==> config.mk <==
export PLATFORM = sky130hd
export DESIGN_NAME = bitfile_parser
export DESIGN_NICKNAME = d
export VERILOG_FILES = /design/src/rtl/bitfile_pkg.sv /design/src/rtl/bitfile_dp.sv /design/src/rtl/bitfile_ctrl.sv /design/src/rtl/bitfile_parser.sv
export SDC_FILE = /design/constraint.sdc
export NUM_CORES = 1
export LEC_CHECK = 0
export ABC_AREA = 1
export BUFFER_PORTS_ARGS = -buffer_cell sky130_fd_sc_hd__buf_4
export CAP_MARGIN = 10
export CORE_ASPECT_RATIO = 0.9
export CORE_MARGIN = 2
export CORE_UTILIZATION = 53
export CTS_CLUSTER_SIZE = 24
export DETAILED_ROUTE_END_ITERATION = 8
export GPL_TIMING_DRIVEN = 0
export PLACE_DENSITY = 0.81
export REMOVE_ABC_BUFFERS = 1
export SLEW_MARGIN = 10
export SYNTH_ARGS = -nofsm -noshare
export SYNTH_HDL_FRONTEND = slang
export SYNTH_HIERARCHICAL = 1
export SYNTH_SLANG_ARGS = --single-unit
==> constraint.sdc <==
create_clock -name clk -period 2.6 [get_ports clk]
set_input_delay 0.26 -clock clk [delete_from_list [all_inputs] [get_ports clk]]
set_output_delay 0.26 -clock clk [all_outputs]
set_load 0.01 [all_outputs]
==> src/rtl/bitfile_pkg.sv <==
package bitfile_pkg;

  localparam int PRE_LEN = 13;
  localparam int PRE_IDX_W = $clog2(PRE_LEN);

  typedef enum logic [2:0] {
    ERR_NONE     = 3'd0,
    ERR_PREAMBLE = 3'd1,
    ERR_BADTYPE  = 3'd2,
    ERR_OVERSIZE = 3'd3,
    ERR_TRUNC    = 3'd4
  } errCode_e;

  typedef enum logic [2:0] {
    ST_PRE, ST_TYPE, ST_LEN, ST_PAY, ST_DONE, ST_FAIL
  } parseState_e;

  // strobes from control to datapath
  typedef struct packed {
    logic preStep;    // advance signature index
    logic typeLoad;   // latch tag, arm length field
    logic lenStep;    // shift one length byte in
    logic payLoad;    // length complete: arm payload counter, latch length
    logic payStep;    // one payload byte consumed
    logic metaClose;  // last metadata byte: record terminator test
  } dpCtrl_t;

  // status from datapath to control
  typedef struct packed {
    logic preMatch;
    logic preEnd;
    logic typeOk;
    logic lenEnd;
    logic lenBig;
    logic lenZero;
    logic remOne;
    logic curBits;
  } dpStat_t;

  function automatic logic [7:0] preByte(input logic [PRE_IDX_W-1:0] idx);
    logic [7:0] b;
    if (idx == 0 || idx == 10 || idx == 11) b = 8'h00;
    else if (idx == 1)                      b = 8'h09;
    else if (idx == 12)                     b = 8'h01;
    else if (idx[0] == 1'b0)                b = 8'h0F;
    else                                    b = 8'hF0;
    return b;
  endfunction

endpackage

==> src/rtl/bitfile_dp.sv <==
module bitfile_dp
  import bitfile_pkg::*;
#(
  parameter int          META_CNT     = 4,
  parameter int          META_LEN_MAX = 255,
  parameter int          BIT_LEN_W    = 32,
  parameter logic [7:0]  TAG_BASE     = 8'h61
) (
  input  logic                                       clk,
  input  logic                                       rstN,
  input  logic [7:0]                                 inData,
  input  dpCtrl_t                                    ctl,
  output dpStat_t                                    stat,
  output logic                                       firstFlag,
  output logic [META_CNT-1:0]                        metaValid,
  output logic [META_CNT*$clog2(META_LEN_MAX+1)-1:0] metaLenFlat,
  output logic [BIT_LEN_W-1:0]                       bitLen
);
  localparam int         META_LEN_W = $clog2(META_LEN_MAX + 1);
  localparam logic [7:0] BIT_TAG    = 8'(TAG_BASE + META_CNT);
  localparam int         LEN_BYTES  = BIT_LEN_W / 8;
  localparam int         LCNT_W     = $clog2(LEN_BYTES + 1);

  logic [PRE_IDX_W-1:0] preIdx;
  logic [7:0]           typeReg;
  logic [BIT_LEN_W-1:0] lenAcc;
  logic [LCNT_W-1:0]    lenCnt;
  logic [BIT_LEN_W-1:0] remain;
  logic [BIT_LEN_W-1:0] newLen;

  assign newLen = {lenAcc[BIT_LEN_W-9:0], inData};

  always_ff @(posedge clk) begin
    if (!rstN) begin
      preIdx    <= '0;
      typeReg   <= '0;
      lenAcc    <= '0;
      lenCnt    <= '0;
      remain    <= '0;
      firstFlag <= 1'b0;
      bitLen    <= '0;
    end else begin
      if (ctl.preStep) preIdx <= preIdx + 1'b1;
      if (ctl.typeLoad) begin
        typeReg <= inData;
        lenAcc  <= '0;
        lenCnt  <= (inData == BIT_TAG) ? LCNT_W'(LEN_BYTES) : LCNT_W'(2);
      end
      if (ctl.lenStep) begin
        lenAcc <= newLen;
        lenCnt <= lenCnt - 1'b1;
      end
      if (ctl.payLoad) begin
        remain    <= newLen;
        firstFlag <= 1'b1;
        if (typeReg == BIT_TAG) bitLen <= newLen;
      end
      if (ctl.payStep) begin
        remain    <= remain - 1'b1;
        firstFlag <= 1'b0;
      end
    end
  end

  // one length/valid slot per metadata tag
  for (genvar g = 0; g < META_CNT; g++) begin : g_meta
    localparam logic [7:0] SLOT_TAG = 8'(TAG_BASE + g);
    logic [META_LEN_W-1:0] slotLen;
    always_ff @(posedge clk) begin
      if (!rstN) begin
        slotLen      <= '0;
        metaValid[g] <= 1'b0;
      end else if (typeReg == SLOT_TAG) begin
        if (ctl.payLoad) begin
          slotLen      <= newLen[META_LEN_W-1:0];
          metaValid[g] <= 1'b0;
        end else if (ctl.metaClose) begin
          metaValid[g] <= (inData == 8'h00);
        end
      end
    end
    assign metaLenFlat[g*META_LEN_W +: META_LEN_W] = slotLen;
  end

  always_comb begin
    stat.preMatch = (inData == preByte(preIdx));
    stat.preEnd   = (preIdx == PRE_IDX_W'(PRE_LEN - 1));
    stat.typeOk   = (inData >= TAG_BASE) && (inData <= BIT_TAG);
    stat.lenEnd   = (lenCnt == LCNT_W'(1));
    stat.curBits  = (typeReg == BIT_TAG);
    stat.lenBig   = !stat.curBits && (newLen > BIT_LEN_W'(META_LEN_MAX));
    stat.lenZero  = (newLen == '0);
    stat.remOne   = (remain == BIT_LEN_W'(1));
  end

endmodule

==> src/rtl/bitfile_ctrl.sv <==
module bitfile_ctrl
  import bitfile_pkg::*;
(
  input  logic    clk,
  input  logic    rstN,
  input  logic    inValid,
  input  logic    inLast,
  input  logic    outReady,
  input  dpStat_t stat,
  output dpCtrl_t ctl,
  output logic    inReady,
  output logic    outValid,
  output logic    done,
  output logic [2:0] errCode
);
  parseState_e st, nextSt;
  errCode_e    errReg, nextErr;
  logic        accept;

  always_comb begin
    inReady  = (st == ST_PAY && stat.curBits) ? outReady : 1'b1;
    outValid = (st == ST_PAY) && stat.curBits && inValid;
  end
  assign accept = inValid && inReady;

  always_comb begin
    ctl     = '0;
    nextSt  = st;
    nextErr = errReg;
    if (accept) begin
      unique case (st)
        ST_PRE: begin
          if (!stat.preMatch) begin
            nextSt = ST_FAIL; nextErr = ERR_PREAMBLE;
          end else begin
            ctl.preStep = 1'b1;
            if (stat.preEnd)  nextSt = inLast ? ST_DONE : ST_TYPE;
            else if (inLast) begin nextSt = ST_FAIL; nextErr = ERR_TRUNC; end
          end
        end
        ST_TYPE: begin
          if (!stat.typeOk) begin
            nextSt = ST_FAIL; nextErr = ERR_BADTYPE;
          end else begin
            ctl.typeLoad = 1'b1;
            if (inLast) begin nextSt = ST_FAIL; nextErr = ERR_TRUNC; end
            else nextSt = ST_LEN;
          end
        end
        ST_LEN: begin
          ctl.lenStep = 1'b1;
          if (stat.lenEnd) begin
            if (stat.lenBig) begin
              nextSt = ST_FAIL; nextErr = ERR_OVERSIZE;
            end else begin
              ctl.payLoad = 1'b1;
              if (stat.lenZero)  nextSt = inLast ? ST_DONE : ST_TYPE;
              else if (inLast) begin nextSt = ST_FAIL; nextErr = ERR_TRUNC; end
              else nextSt = ST_PAY;
            end
          end else if (inLast) begin
            nextSt = ST_FAIL; nextErr = ERR_TRUNC;
          end
        end
        ST_PAY: begin
          ctl.payStep = 1'b1;
          if (stat.remOne) begin
            ctl.metaClose = !stat.curBits;
            nextSt = inLast ? ST_DONE : ST_TYPE;
          end else if (inLast) begin
            nextSt = ST_FAIL; nextErr = ERR_TRUNC;
          end
        end
        default: ;
      endcase
    end
  end

  always_ff @(posedge clk) begin
    if (!rstN) begin
      st     <= ST_PRE;
      errReg <= ERR_NONE;
    end else begin
      st     <= nextSt;
      errReg <= nextErr;
    end
  end

  assign done    = (st == ST_DONE);
  assign errCode = errReg;

endmodule

==> src/rtl/bitfile_parser.sv <==
module bitfile_parser
  import bitfile_pkg::*;
#(
  parameter int         META_CNT     = 4,
  parameter int         META_LEN_MAX = 255,
  parameter int         BIT_LEN_W    = 32,
  parameter logic [7:0] TAG_BASE     = 8'h61
) (
  input  logic                                       clk,
  input  logic                                       rstN,
  input  logic                                       inValid,
  input  logic [7:0]                                 inData,
  input  logic                                       inLast,
  output logic                                       inReady,
  output logic                                       outValid,
  output logic [7:0]                                 outData,
  output logic                                       outFirst,
  output logic                                       outLast,
  input  logic                                       outReady,
  output logic                                       done,
  output logic [2:0]                                 errCode,
  output logic [META_CNT-1:0]                        metaValid,
  output logic [META_CNT*$clog2(META_LEN_MAX+1)-1:0] metaLen,
  output logic [BIT_LEN_W-1:0]                       bitLen
);
  dpCtrl_t ctl;
  dpStat_t stat;

  bitfile_ctrl i_ctrl (
    .clk      (clk),
    .rstN     (rstN),
    .inValid  (inValid),
    .inLast   (inLast),
    .outReady (outReady),
    .stat     (stat),
    .ctl      (ctl),
    .inReady  (inReady),
    .outValid (outValid),
    .done     (done),
    .errCode  (errCode)
  );

  bitfile_dp #(
    .META_CNT     (META_CNT),
    .META_LEN_MAX (META_LEN_MAX),
    .BIT_LEN_W    (BIT_LEN_W),
    .TAG_BASE     (TAG_BASE)
  ) i_dp (
    .clk         (clk),
    .rstN        (rstN),
    .inData      (inData),
    .ctl         (ctl),
    .stat        (stat),
    .firstFlag   (outFirst),
    .metaValid   (metaValid),
    .metaLenFlat (metaLen),
    .bitLen      (bitLen)
  );

  assign outData = inData;
  assign outLast = stat.remOne;

endmodule

# Word level (Yosys, flattened, before mapping)

Index checks and enable logic that the tools add are counted.

Word-level logic and storage cells: 117
Output and inout bits: 84
Bits of input ports: 13
Flip-flop bits (word level): 146

Magnitude comparators: 3
Equality and inequality tests: 20
Muxes and demuxes: 45
$add $sub $neg: 3
Bitwise operators: 1
Reduce and logical (&&, ||, !) cells: 28

Operator list:

| cell                  | count |
|---|---|
| $mux 3                | 22 |
| $mux 32               | 2 |
| $eq 8x7->1 const B    | 6 |
| $mux 24               | 2 |
| $eq 32x1->1 const B   | 1 |
| $gt 32x8->1 const B   | 1 |
| $logic_not 32->1      | 1 |
| $mux 8                | 4 |
| $sub 32x1->32 const B | 1 |
| $pmux 3 s4            | 2 |
| $reduce_and 2->1      | 10 |
| $eq 4x4->1 const B    | 3 |
| $mux 1                | 10 |
| $eq 8x8->1            | 1 |
| $ge 8x7->1 const B    | 1 |
| $le 8x7->1 const B    | 1 |
| $logic_not 8->1       | 1 |
| $eq 3x1->1 const B    | 2 |
| $eq 3x2->1 const B    | 2 |
| $mux 6                | 1 |
| $reduce_bool 2->1     | 3 |
| $logic_and 1x1->1     | 5 |
| $reduce_and 5->1      | 1 |
| $add 4x1->4 const B   | 1 |
| 14 further kinds      | 16 |

# Logic depth before layout (Yosys ltp)

Gate-level depths: netlist of the first run.

Word-level depth: 10
Depth in mapped cells: 18
Depth with buffers taken out: 18

# Cells and area by module

Netlist of the first run, hierarchy kept.

By module, submodules not included:

| module         | sequential area each (µm²) | area an instance (µm²) | times used | cells each |
|---|---|---|---|---|
| bitfile_dp     | 2802.7                     | 6672.6                 | 1          | 990 |
| bitfile_ctrl   | 120.1                      | 774.5                  | 1          | 125 |
| bitfile_parser | 0.0                        | 60.1                   | 1          | 8 |

# Worst setup path before layout of the first run

OpenSTA, ideal clock, no wires.

Path kind: input -> register
Start point: input inData[1]
End point: register i_dp.bitLen[18]
Data arrival time: 2399 ps
Library setup time: 70 ps
Path buffers: 4
Required time: 2530 ps
Stages on the path: 14
Path slack: 130 ps
Path through: clkbuf_1 -> inv_1 -> nor4_1 -> nand3_1 -> a21oi_1 -> nor2_1 -> inv_1 -> nand2_1 -> nor3_1 -> buf_2 -> clkbuf_1 -> clkbuf_1 -> nand3_1 -> a21oi_1

RTL lines:

| element              | RTL line             | RTL |
|---|---|---|
| start, declared      | bitfile_parser.sv:12 | `input logic [7:0] inData,` |
| end signal, assigned | bitfile_dp.sv:56     | `if (typeReg == BIT_TAG) bitLen <= newLen;` |
| end, declared        | bitfile_dp.sv:17     | `output logic [BIT_LEN_W-1:0] bitLen` |

==> metrics.md, run 1 <==
| Metric | Value |
|---|---|
| Outcome | `finished, violations left` |
| Failing checks | `setup timing` |
| Largest net degree at the start of global routing | `89` |
| Final ANT Viol Nets | `0` |
| Synth Area in Adders | `1.33%` |
| I/O pin count | `97` |
| PwrDens | `545 nW/um^2` |
| GRT overflow | `0` |
| Hold slack | `0.162 ns` |
| Setup WS pre-CTS | `-1.74 ns` |
| Residual DRC | `0` |
| Area Growth Syn to Fin | `30.4%` |
| Fmax | `0.378 GHz` |
| Max Root-Sink Buffers | `2` |
| Mux cell area share after synthesis | `0%` |
| Post-DP HPWL | `14400 um` |
| Startpoint type of the worst setup path | `input pin` |
| Clk_skew | `0.00992 ns` |
| Unique cell type count in the Yosys netlist | `45` |
| Gr usage total | `30.1%` |
| Mean Syn Cell Area | `6.68 um^2` |
| WP data arrival | `2.94 ns` |
| Initial antenna violation count | `0` |
| Worst Tran Pin Value | `1.17 ns` |
| Slew Viols, Final | `0` |
| Final wirelength | `24400 um` |
| Final min period | `2.64 ns` |
| Final Hold Viols | `0` |
| Diodes inserted | `0` |
| Die width | `129 um` |
| Synth Area in Compound Gates | `14.3%` |
| Critical path type | `input pin to flip-flop` |
| Average wire per standard cell | `16.9 um` |
| Core ar. | `14000 um^2` |
| CP required | `2.90 ns` |
| Layout Utilization | `70.2%` |
| Hold-fix buffers, CTS | `0` |
| # H-tree levels | `4` |
| Routability cong. | `0.958` |
| Max FO, Critical Path | `22` |
| Port Buf Inserts | `96` |
| Final #Nets | `1263` |
| Num CTS Buffers | `17` |
| CTS tree | `built` |
| Sequential fraction of the synthesis area | `38.9%` |
| Slowest library cell on the worst path | `nor2_2` |
| Unrepaired setup endpoints after global routing | `true` |
| Post-synth ARST share | `0%` |
| Die height | `117 um` |
| Dominant synthesized flop cell | `dfxtp_1` |
| Clock Sinks | `146` |
| Power Total | `5.34 mW` |
| Max incr delay on CP | `0.55 ns` |
| Peak supply drop | `0.490 mV` |
| Warnings, synthesis | `6` |
| Root buf cell | `clkbuf_16` |
| Largest family of logic cells by synthesized area | `simple AND/OR/NAND/NOR gates` |
| Simple-gate area share of the yosys netlist | `35.2%` |
| Number of global-route vias before repair | `7161` |
| Initial DRC count | `973` |
| Die area | `15100 um^2` |
| EDFF count, synth | `0` |
| Post-synthesis xor/xnor area fraction | `0.700%` |
| Final Cycle Share | `102%` |
| Layout cell share with drive strength beyond 1 | `24.6%` |
| Total number of vias | `8330` |
| Cell area after synthesis | `7510 um^2` |
| HP Class | `input pin to flip-flop` |
| Mapped Cells | `1123` |
| CP Cell Sequence | `buf_4 > inv_1 > nor4_1 > nand2_1 > o21ai_0 > o21ai_0 > inv_1 > nand2_1 > nor2_2 > nor2_2 > buf_8 > nand2_1 > a21oi_1` |
| Worst path top cell family by delay | `simple AND/OR/NAND/NOR gates` |
| Normalized max-slew margin | `21.3%` |
| Critical Path End Type | `flip-flop` |
| Synth Register Bits | `146` |
| Fin worst setup slack | `-0.0427 ns` |
| First-pass DRT Iterations | `5` |
| Initial Util | `53.8%` |
| Final setup violation count | `23` |
| CP most frequent cell | `nand2_1` |
| Vias per std cell | `5.75` |
| WP buf/inv | `4` |
| Worst-Skew Late Latency | `0.43 ns` |
| Num rows | `41` |
| First-pass GRT wire length | `35800 um` |
| Maxcap violations | `0` |
| Clock transition at path regs | `0.06 ns` |
| Leakage | `4.22 nW` |
[state kept, by name, indices dropped and copies added (netlist names), 3 cells and up]
signal               count
i_ctrl/st                3
i_ctrl/errCode           3
i_dp/lenAcc             24
i_dp/g_meta.slotLen     32
i_dp/lenCnt              3
i_dp/bitLen             32
i_dp/remain             32
i_dp/metaValid           4
i_dp/preIdx              4
i_dp/typeReg             8
[cell usage in the layout (no fill, tap or decap), drive strengths merged]
master	n
clkbuf	21
a21oi	141
ha	8
o21bai	3
or2	2
o221ai	4
a31oi	7
buf	164
inv	101
a31o	1
o21ai	40
clkinv	5
xor2	6
o32ai	1
dfxtp	146
nor2	107
nand3b	2
nand4	18
bufinv	2
clkinvlp	5
and3	1
nand3	122
nor3	11
o22ai	4
a221oi	1
nand2	321
o311ai	1
nor4	10
[logic make-up (layout without fill, tap and decap cells)]
kind of cell               after synthesis  after routing
AOI/OAI and AO/OA                      203            203
and+or+nand+nor                        591            594
DFF                                    146            146
adders and majority gates                8              8
xor gates and xnor gates                 6              6
buffers and inverters                  169            298
[final cells by class]
type,count,area (um^2)
Multi-Input combinational cell,811,4160
Timing Repair Buffer,166,1420
Fill cell,1123,4160
Timing Repair inverter,1,5.00
Tap cell,193,241
Clock inverter,13,150
Inverter,99,394
Clock buffer,19,443
Sequential cell,146,2980
[per-layer routing]
metal  vias up  share of wire, %  global-route usage, %
met5         -                 0                      0
met4         0               2.7                   10.7
met3        70               9.6                   7.50
met2       447                47                   47.2
met1      3892                41                   40.5
li1       3921                 -                      -
[through the flow]
stage | std cells | instance area (um^2) | TNS [ns]
2_1_floorplan | 1053 | 7170 | -548.75
3_3_place_gp | 1342 | 8130 | -1007.32
3_5_place_dp | 1355 | 8320 | -105.74
4_1_cts | 1414 | 9270 | 0
5_1_grt | 1448 | 9790 | -3.97
6_report | 1448 | 9790 | -0.374
[worst reg2reg max path: stages, from the launching register on]
cell and delay, ns:
dfxtp_2 0.35, nor4_2 0.28, nand4_1 0.27, a21oi_2 0.22, nor2_2 0.08, inv_2 0.09
nand2_4 0.07, nor3_4 0.30, buf_6 0.19, nor2_4 0.05, buf_12 0.13, clkinvlp_4 0.14
buf_6 0.11, o221ai_1 0.10, a31oi_1 0.15
[power breakdown]
group	leakage (nW)	total, mW	switching [mW]	internal [mW]
Clock	0.285	2.48	1.03	1.45
Sequential	1.19	2.29	0.0343	2.25
Combinational	2.74	0.569	0.366	0.203
[cell usage after synthesis (6+ instances only)]
cell type | number | area (um^2)
nor3_1 | 9 | 45.0
nand3_1 | 118 | 591
dfxtp_1 | 146 | 2920
o21ai_0 | 37 | 185
a21oi_1 | 140 | 701
buf_2 | 18 | 90.1
nor4_1 | 9 | 56.3
nand2_2 | 6 | 37.5
clkbuf_1 | 38 | 143
xor2_1 | 6 | 52.6
ha_1 | 8 | 100
inv_1 | 96 | 360
nor2_1 | 98 | 368
a31oi_1 | 7 | 43.8
nand2_1 | 308 | 1160
nand4_1 | 18 | 113
buf_4 | 10 | 75.1
[worst paths after layout]
| check | depth (start not counted) | slack (ns) | start | endpoint |
|---|---|---|---|---|
| worst min register to register | 2 | 0.46 | i_dp/g_meta[2].slotLen[1]$_SDFFE_PN0P_ | i_dp/g_meta[2].slotLen[1]$_SDFFE_PN0P_ |
| worst min-delay path | 3 | 0.16 | inData[7] | i_dp/lenAcc[7]$_SDFFE_PN0P_ |
| worst max register to register | 14 | -0.01 | i_dp/lenAcc[20]$_SDFFE_PN0P_ | i_dp/remain[6]$_SDFFE_PN0P_ |
| worst max-delay path | 13 | -0.04 | inData[2] | i_dp/lenAcc[6]$_SDFFE_PN0P_ |
[timing repair]
item,CTS,global route
pin swaps,12,10
buffers inserted,26,30
cloned,2,4
setup endpoints to repair,130,141
gates resized for setup,42,71
(Power assumes the default switching activity.)
==> inputs of run 2 (changes only) <==
--- a/config.mk
+++ b/config.mk
@@ -14,7 +14,7 @@
 export CTS_CLUSTER_SIZE = 24
 export DETAILED_ROUTE_END_ITERATION = 8
 export GPL_TIMING_DRIVEN = 0
-export PLACE_DENSITY = 0.81
+export PLACE_DENSITY = 0.77
 export REMOVE_ABC_BUFFERS = 1
 export SLEW_MARGIN = 10
 export SYNTH_ARGS = -nofsm -noshare
==> metrics.md, run 2 (synthesis results as in run 1) <==
| Metric | Value |
|---|---|
| P_sw | `1.38 mW (-3.4%)` |
| Register share of total power | `43.7% (+0.8 points)` |
| Final ANT Viol Nets | `0 (unchanged)` |
| CP most frequent cell | `buf_4` |
| Normalized max-slew margin | `17.6% (-3.7 points)` |
| Fmax | `0.393 GHz (+3.9%)` |
| Max Root-Sink Buffers | `2 (unchanged)` |
| Slowest library cell on the worst path | `dfxtp_4` |
| Worst-Skew Late Latency | `0.43 ns (about the same)` |
| Metal3 WL | `2180 um (-6.8%)` |
| DRT met1 WL | `9620 um (-3.8%)` |
| First-pass DRT Iterations | `5 (unchanged)` |
| Final #Nets | `1240 (-1.8%)` |
| Total number of vias | `7972 (-4.3%)` |
| Final Cycle Share | `97.8% (-3.8 points)` |
| Die area | `15100 um^2 (unchanged)` |
| Largest regs | `i_dp/bitLen (32), i_dp/g_meta.slotLen (32), i_dp/remain (32)` |
| Die height | `117 um (unchanged)` |
| Largest net degree at the start of global routing | `89 (unchanged)` |
| Footprint of the multi-input gates | `4100 um^2 (-1.4%)` |
| Critical Path End Type | `flip-flop` |
| Clk_skew | `0.0115 ns (+0.00160 ns)` |
| Post-route cell area | `9500 um^2 (-3.0%)` |
| Clock Sinks | `146 (unchanged)` |
| Max Used Layer | `met4` |
| Die width | `129 um (unchanged)` |
| WP data arrival | `2.86 ns (-0.08 ns)` |
| Post-route non-filler standard cell count | `1424 (-1.7%)` |
| Fillers | `1155 (+2.8%)` |
| Vias per std cell | `5.60 (-2.7%)` |
| Core ar. | `14000 um^2 (unchanged)` |
| Sw Share | `26.3% (-0.45 points)` |
| Critical path type | `flip-flop to flip-flop` |
| Most frequent cells in the layout | `298 x nand2_1, 136 x a21oi_1, 132 x buf_4, 121 x dfxtp_1, 117 x nand3_1` |
| Leakage | `4.06 nW (-3.7%)` |
| DR WL met2 | `10100 um (-11%)` |
| Maxcap violations | `0 (unchanged)` |
| Clk pwr share | `45.8% (-0.7 points)` |
| Residual DRC | `0 (unchanged)` |
| Diodes inserted | `0 (unchanged)` |
| Slew Viols, Final | `0 (unchanged)` |
| Initial DRC count | `853 (-12%)` |
| Final wirelength | `22400 um (-8.0%)` |
| Worst path top cell family by delay | `simple AND/OR/NAND/NOR gates` |
| CP required | `2.91 ns (about the same)` |
| Max FO, Critical Path | `4 (-82%)` |
| Initial antenna violation count | `0 (unchanged)` |
| Power Internal | `3.86 mW (-1.2%)` |
| # H-tree levels | `4 (unchanged)` |
| Outcome | `finished, final reports clean` |
| Average wire per standard cell | `15.8 um (-6.5%)` |
| Sequential Area | `2970 um^2 (-0.29%)` |
| Initial Util | `53.8% (unchanged)` |
| Root buf cell | `clkbuf_16` |
| Gr usage total | `29.2% (-0.81 points)` |
| Final setup violation count | `0 (-100%)` |
| First-pass GRT wire length | `35200 um (-1.9%)` |
| Area Growth Syn to Fin | `26.6%` |
| Startpoint type of the worst setup path | `flip-flop` |
| Routability cong. | `0.954 (-0.33%)` |
| Num CTS Buffers | `17 (unchanged)` |
| Most common cell after layout, fill and taps aside | `nand2_1` |
| WP buf/inv | `8 (+4)` |
| PwrDens | `552 nW/um^2 (+1.2%)` |
| Area post-placement | `8300 um^2 (-0.24%)` |
| I/O pin count | `97 (unchanged)` |
| Hold-fix buffers, CTS | `0 (unchanged)` |
| Final Hold Viols | `0 (unchanged)` |
| Clock transition at path regs | `0.06 ns (about the same)` |
| Layout cell share with drive strength beyond 1 | `22.2% (-2.4 points)` |
| Number of global-route vias before repair | `6962 (-2.8%)` |
| HP Class | `input pin to flip-flop` |
| Logic gate share of total power | `10.5% (-0.2 points)` |
| Num rows | `41 (unchanged)` |
| Port Buf Inserts | `96 (unchanged)` |
| Post-DP HPWL | `13900 um (-3.8%)` |
| Dpl cells | `1354 (-0.074%)` |
| CTS tree | `built` |
| Final min period | `2.54 ns (-0.100 ns)` |
| CP Cell Sequence | `nor4_4 > nand4_1 > a21oi_2 > nor2_4 > inv_2 > buf_6 > buf_4 > buf_4 > buf_4 > buf_4 > buf_4 > buf_4 > nand4_1 > nand3_1 > nand3_1 > nand2_1 > a21oi_1` |
| Worst Tran Pin Value | `1.23 ns (+0.0550 ns)` |
| Peak supply drop | `0.450 mV (-8.3%)` |
| Unrepaired setup endpoints after global routing | `true` |
| GRT overflow | `0 (unchanged)` |
| Max incr delay on CP | `0.37 ns (-0.18 ns)` |
-- run 2: cell types whose count changed in the layout (fill, tap and decap cells not counted), moves of 3 or more --
cell     delta
nand2_2     -7
dfxtp_4     -3
nand2_1     +7
nor2_2      -3
buf_4      -17
-- run 2: worst paths after layout --
path | cells past startpoint | endpoint | slack, ns | from
setup reg to reg | 17 | i_ctrl/st[0]$_SDFFE_PN0P_ | 0.06 | i_dp/lenAcc[21]$_SDFFE_PN0P_
setup / recovery | 17 | i_ctrl/st[0]$_SDFFE_PN0P_ | 0.06 | i_dp/lenAcc[21]$_SDFFE_PN0P_
hold reg to reg | 2 | i_dp/bitLen[29]$_SDFFE_PN0P_ | 0.46 | i_dp/bitLen[29]$_SDFFE_PN0P_
hold / removal | 3 | i_dp/lenAcc[7]$_SDFFE_PN0P_ | 0.15 | inData[7]
-- run 2: power by group through the flow --
stage | logic [mW] | registers [mW] | clock network, mW
3_5_place_dp | 0.465 | 2.34 | 0
5_1_grt | 0.604 | 2.29 | 2.52
4_1_cts | 0.512 | 2.29 | 2.41
3_3_place_gp | 0.449 | 2.34 | 0
6_report | 0.552 | 2.29 | 2.40
2_1_floorplan | 0.303 | 2.33 | 0
-- run 2: what timing repair did --
action | CTS | global route
gates resized for setup | 38 | 65
pin swaps | 7 | 13
gates cloned | 1 | 0
setup buffers | 21 | 19
endpoints found under the setup margin | 129 | 108
-- run 2: worst reg2reg max path, cell delays in order, from the launching register on --
cell     delay (ns)
dfxtp_4        0.37
nor4_4         0.27
nand4_1        0.26
a21oi_2        0.27
nor2_4         0.07
inv_2          0.10
buf_6          0.10
buf_4          0.09
buf_4          0.09
buf_4          0.10
buf_4          0.10
buf_4          0.09
buf_4          0.10
nand4_1        0.10
nand3_1        0.14
nand3_1        0.07
nand2_1        0.06
a21oi_1        0.05
-- run 2: layout make-up --
cell class	instances	area share [%]
Multi-Input combinational cell	808	43.2
Tap cell	193	2.54
Clock inverter	12	1.42
Timing Repair inverter	1	0.0527
Clock buffer	19	4.56
Inverter	99	4.15
Sequential cell	146	31.2
Timing Repair Buffer	146	12.9
-- run 2: through the flow --
step	setup WS, ns	utilization (%)	hold slack [ns]	power [mW]	setup TNS (ns)
5_1_grt	-0.0451	68.1	0.157	5.42	-0.268
3_5_place_dp	-1.73	59.5	0.453	2.81	-107.21
3_3_place_gp	-10.99	58.3	0.448	2.79	-1031.68
6_report	0.0574	68.1	0.146	5.24	0
4_1_cts	-0.000280	65.7	0.156	5.22	-0.000280
2_1_floorplan	-5.87	-	0.358	2.64	-548.75
-- run 2: layer usage --
metal  track usage [%]  up-vias
met5                 0        -
met4              10.9        0
met3              8.18       45
met2              43.4      377
met1              40.7     3687
li1                  -     3863
==> inputs of run 3 (changes only) <==
--- a/config.mk
+++ b/config.mk
@@ -10,12 +10,13 @@
 export CAP_MARGIN = 10
 export CORE_ASPECT_RATIO = 0.9
 export CORE_MARGIN = 2
-export CORE_UTILIZATION = 53
+export CORE_UTILIZATION = 63
 export CTS_CLUSTER_SIZE = 24
 export DETAILED_ROUTE_END_ITERATION = 8
 export GPL_TIMING_DRIVEN = 0
-export PLACE_DENSITY = 0.77
+export PLACE_DENSITY = 0.86
 export REMOVE_ABC_BUFFERS = 1
+export SKIP_LAST_GASP = 1
 export SLEW_MARGIN = 10
 export SYNTH_ARGS = -nofsm -noshare
 export SYNTH_HDL_FRONTEND = slang
==> constraint.sdc (replaced) <==
create_clock -name clk -period 3.05 [get_ports clk]
set_input_delay 0.305 -clock clk [delete_from_list [all_inputs] [get_ports clk]]
set_output_delay 0.305 -clock clk [all_outputs]
set_load 0.01 [all_outputs]
==> metrics.md, run 3 (synthesis results as in run 1) <==
| Metric | Value |
|---|---|
| Largest regs | `i_dp/bitLen (32), i_dp/g_meta.slotLen (32), i_dp/remain (32)` |
| Layout cell share with drive strength beyond 1 | `16.7% (-5.5 points)` |
| I/O pin count | `97 (unchanged)` |
| Final setup violation count | `0 (unchanged)` |
| Vias per std cell | `5.85 (+4.5%)` |
| Hold-fix buffers, CTS | `0 (unchanged)` |
| Max FO, Critical Path | `16 (+12)` |
| Normalized max-slew margin | `19.9% (+2.2 points)` |
| Die height | `108 um (-8.0%)` |
| Critical Path End Type | `flip-flop` |
| # H-tree levels | `4 (unchanged)` |
| Final ANT Viol Nets | `0 (unchanged)` |
| Die area | `12800 um^2 (-15%)` |
| Core ar. | `11500 um^2 (-17%)` |
| Hold Path Stages | `3 (unchanged)` |
| RR Startpoint | `i_dp/lenAcc[20]$_SDFFE_PN0P_` |
| PwrDens | `487 nW/um^2 (-12%)` |
| Clock Sinks | `146 (unchanged)` |
| Fmax | `0.341 GHz (-13%)` |
| Clk_skew | `0.0105 ns (-0.00105 ns)` |
| Outcome | `finished, final reports clean` |
| Worst-Skew Late Latency | `0.42 ns (about the same)` |
| Initial Util | `65.1% (+11 points)` |
| Average wire per standard cell | `16.2 um (+2.6%)` |
| Max Root-Sink Buffers | `2 (unchanged)` |
| Diodes inserted | `0 (unchanged)` |
| Final wirelength | `22000 um (-2.0%)` |
| Worst Hold Path EP | `i_dp/lenAcc[7]$_SDFFE_PN0P_` |
| Die width | `119 um (-8.0%)` |
| Num CTS Buffers | `17 (unchanged)` |
| Most common cell after layout, fill and taps aside | `nand2_1` |
| Total number of vias | `7960 (-0.15%)` |
| R2R cell count | `15 (-2)` |
| Num rows | `37 (-9.8%)` |
| Initial antenna violation count | `0 (unchanged)` |
| Critical path type | `flip-flop to flip-flop` |
| Clk pwr share | `45.8% (about the same)` |
| Routability cong. | `0.953 (-0.10%)` |
| Power Internal | `3.23 mW (-16%)` |
| First-pass DRT Iterations | `6 (+1)` |
| GRT overflow | `0 (unchanged)` |
| Reg-to-Reg End | `i_dp/remain[9]$_SDFFE_PN0P_` |
| Power Total | `4.38 mW (-16%)` |
| Final Cycle Share | `96.2% (-1.6 points)` |
| Most frequent cells in the layout | `306 x nand2_1, 146 x dfxtp_1, 139 x a21oi_1, 118 x nand3_1, 109 x buf_4` |
| Startpoint type of the worst setup path | `flip-flop` |
| Setup WS pre-CTS | `-1.25 ns (+0.473 ns)` |
| Final min period | `2.93 ns (+0.392 ns)` |
| Area post-placement | `8260 um^2 (-0.54%)` |
| Leakage | `3.86 nW (-5.0%)` |
| Number of global-route vias before repair | `7229 (+3.8%)` |
| Area Growth Syn to Fin | `19.7%` |
| Clock transition at path regs | `0.06 ns (about the same)` |
| Fillers | `810 (-30%)` |
| Residual DRC | `0 (unchanged)` |
| Final #Nets | `1212 (-2.3%)` |
| Gr usage total | `34.6% (+5.4 points)` |
| Hold Path Origin | `inData[7]` |
| Initial DRC count | `913 (+7.0%)` |
| First-pass GRT wire length | `35600 um (+1.2%)` |
| Worst reg-to-reg setup slack | `0.12 ns (+0.06 ns)` |
| CP required | `3.42 ns (+0.51 ns)` |
| Root buf cell | `clkbuf_16` |
| Largest net degree at the start of global routing | `83 (-6.7%)` |
| Worst Tran Pin Value | `1.19 ns (-0.0333 ns)` |
| Peak supply drop | `0.400 mV (-11%)` |
| Slew Viols, Final | `0 (unchanged)` |
| WP data arrival | `3.30 ns (+0.44 ns)` |
| Final Hold Viols | `0 (unchanged)` |
| Logic gate share of total power | `9.5% (-1.0 points)` |
| Post-DP HPWL | `14000 um (+1.2%)` |
| Setup TNS Final | `0 ns (unchanged)` |
| HP Class | `input pin to flip-flop` |
| Maxcap violations | `0 (unchanged)` |
| CTS tree | `built` |
| Fin worst setup slack | `0.115 ns (+0.0580 ns)` |
| Port Buf Inserts | `96 (unchanged)` |
| Register share of total power | `44.7% (+1.0 points)` |
| Sw Share | `26.2% (-0.070 points)` |
| Post-route cell area | `8990 um^2 (-5.4%)` |
| P_sw | `1.15 mW (-17%)` |
==> run 3: metal layers <==
| metal | global-route usage [%] | vias to the layer above | wire length, um |
|---|---|---|---|
| li1 | - | 3818 | - |
| met1 | 46.1 | 3619 | 9070 |
| met2 | 52.3 | 469 | 9810 |
| met3 | 10.6 | 54 | 2610 |
| met4 | 14.3 | 0 | 507 |
| met5 | 0 | - | 0 |
==> run 3: power groups by stage <==
stage / clock [mW] / sequential [mW] / combinational [mW]
after floorplan: 0 / 1.99 / 0.259
after global placement: 0 / 1.99 / 0.381
after detailed placement: 0 / 1.99 / 0.394
after CTS: 2.01 / 1.95 / 0.406
after global routing: 2.10 / 1.96 / 0.460
final: 2.01 / 1.96 / 0.417
==> run 3: worst max-delay path by stage <==
stage / from / end / slack [ns] / cells after the start
detailed placement: i_dp/typeReg[1]$_SDFFE_PN0P_ / i_dp/remain[5]$_SDFFE_PN0P_ / -1.25 / 14
CTS: i_dp/lenAcc[19]$_SDFFE_PN0P_ / i_dp/remain[9]$_SDFFE_PN0P_ / 0.06 / 15
floorplan: i_dp/typeReg[4]$_SDFFE_PN0P_ / i_dp/bitLen[0]$_SDFFE_PN0P_ / -5.42 / 10
global placement: i_dp/typeReg[4]$_SDFFE_PN0P_ / i_dp/remain[18]$_SDFFE_PN0P_ / -9.88 / 12
finish: i_dp/lenAcc[20]$_SDFFE_PN0P_ / i_dp/remain[9]$_SDFFE_PN0P_ / 0.12 / 15
global route: i_dp/lenAcc[13]$_SDFFE_PN0P_ / i_dp/remain[9]$_SDFFE_PN0P_ / -0.003 / 15
==> run 3: area by class of cell <==
| type | count | area, um^2 | share of cell area [%] |
|---|---|---|---|
| sequential | 146 | 2920 | 32.5 |
| inverter | 99 | 385 | 4.29 |
| timing repair inverter | 1 | 5.00 | 0.0557 |
| clock buffer | 21 | 460 | 5.12 |
| clock inverter | 11 | 105 | 1.17 |
| timing repair buffer | 117 | 952 | 10.6 |
| multi-input combinational | 809 | 3960 | 44.1 |
| tap | 156 | 195 | 2.17 |
==> run 3: repair_timing <==
item | 4_1_cts | 5_1_grt
buffers inserted | 6 | 4
hold endpoints to repair | 0 | 0
pin swaps | 4 | 4
resized for setup | 11 | 9
cloned | 2 | 0
setup endpoints to repair | 90 | 46
==> run 3: stage by stage <==
step | util, % | cells | hold WS [ns]
after CTS | 77.3 | 1356 | 0.209
after global routing | 78.0 | 1360 | 0.222
final | 78.0 | 1360 | 0.223
after floorplan | - | 1053 | 0.403
after global placement | 70.1 | 1305 | 0.448
after detailed placement | 71.6 | 1316 | 0.453
==> run 3: worst max-delay path, cell delays in order, from the launching register on <==
cell and delay, ns:
dfxtp_1 0.37, nor4_2 0.31, nand4_1 0.28, a21oi_2 0.23, nor2_1 0.08, inv_1 0.10
nand2_1 0.12, nor3_4 0.20, buf_6 0.20, buf_6 0.18, buf_6 0.17, nor2_4 0.10
inv_2 0.14, o221ai_1 0.12, a31o_2 0.23, inv_1 0.05
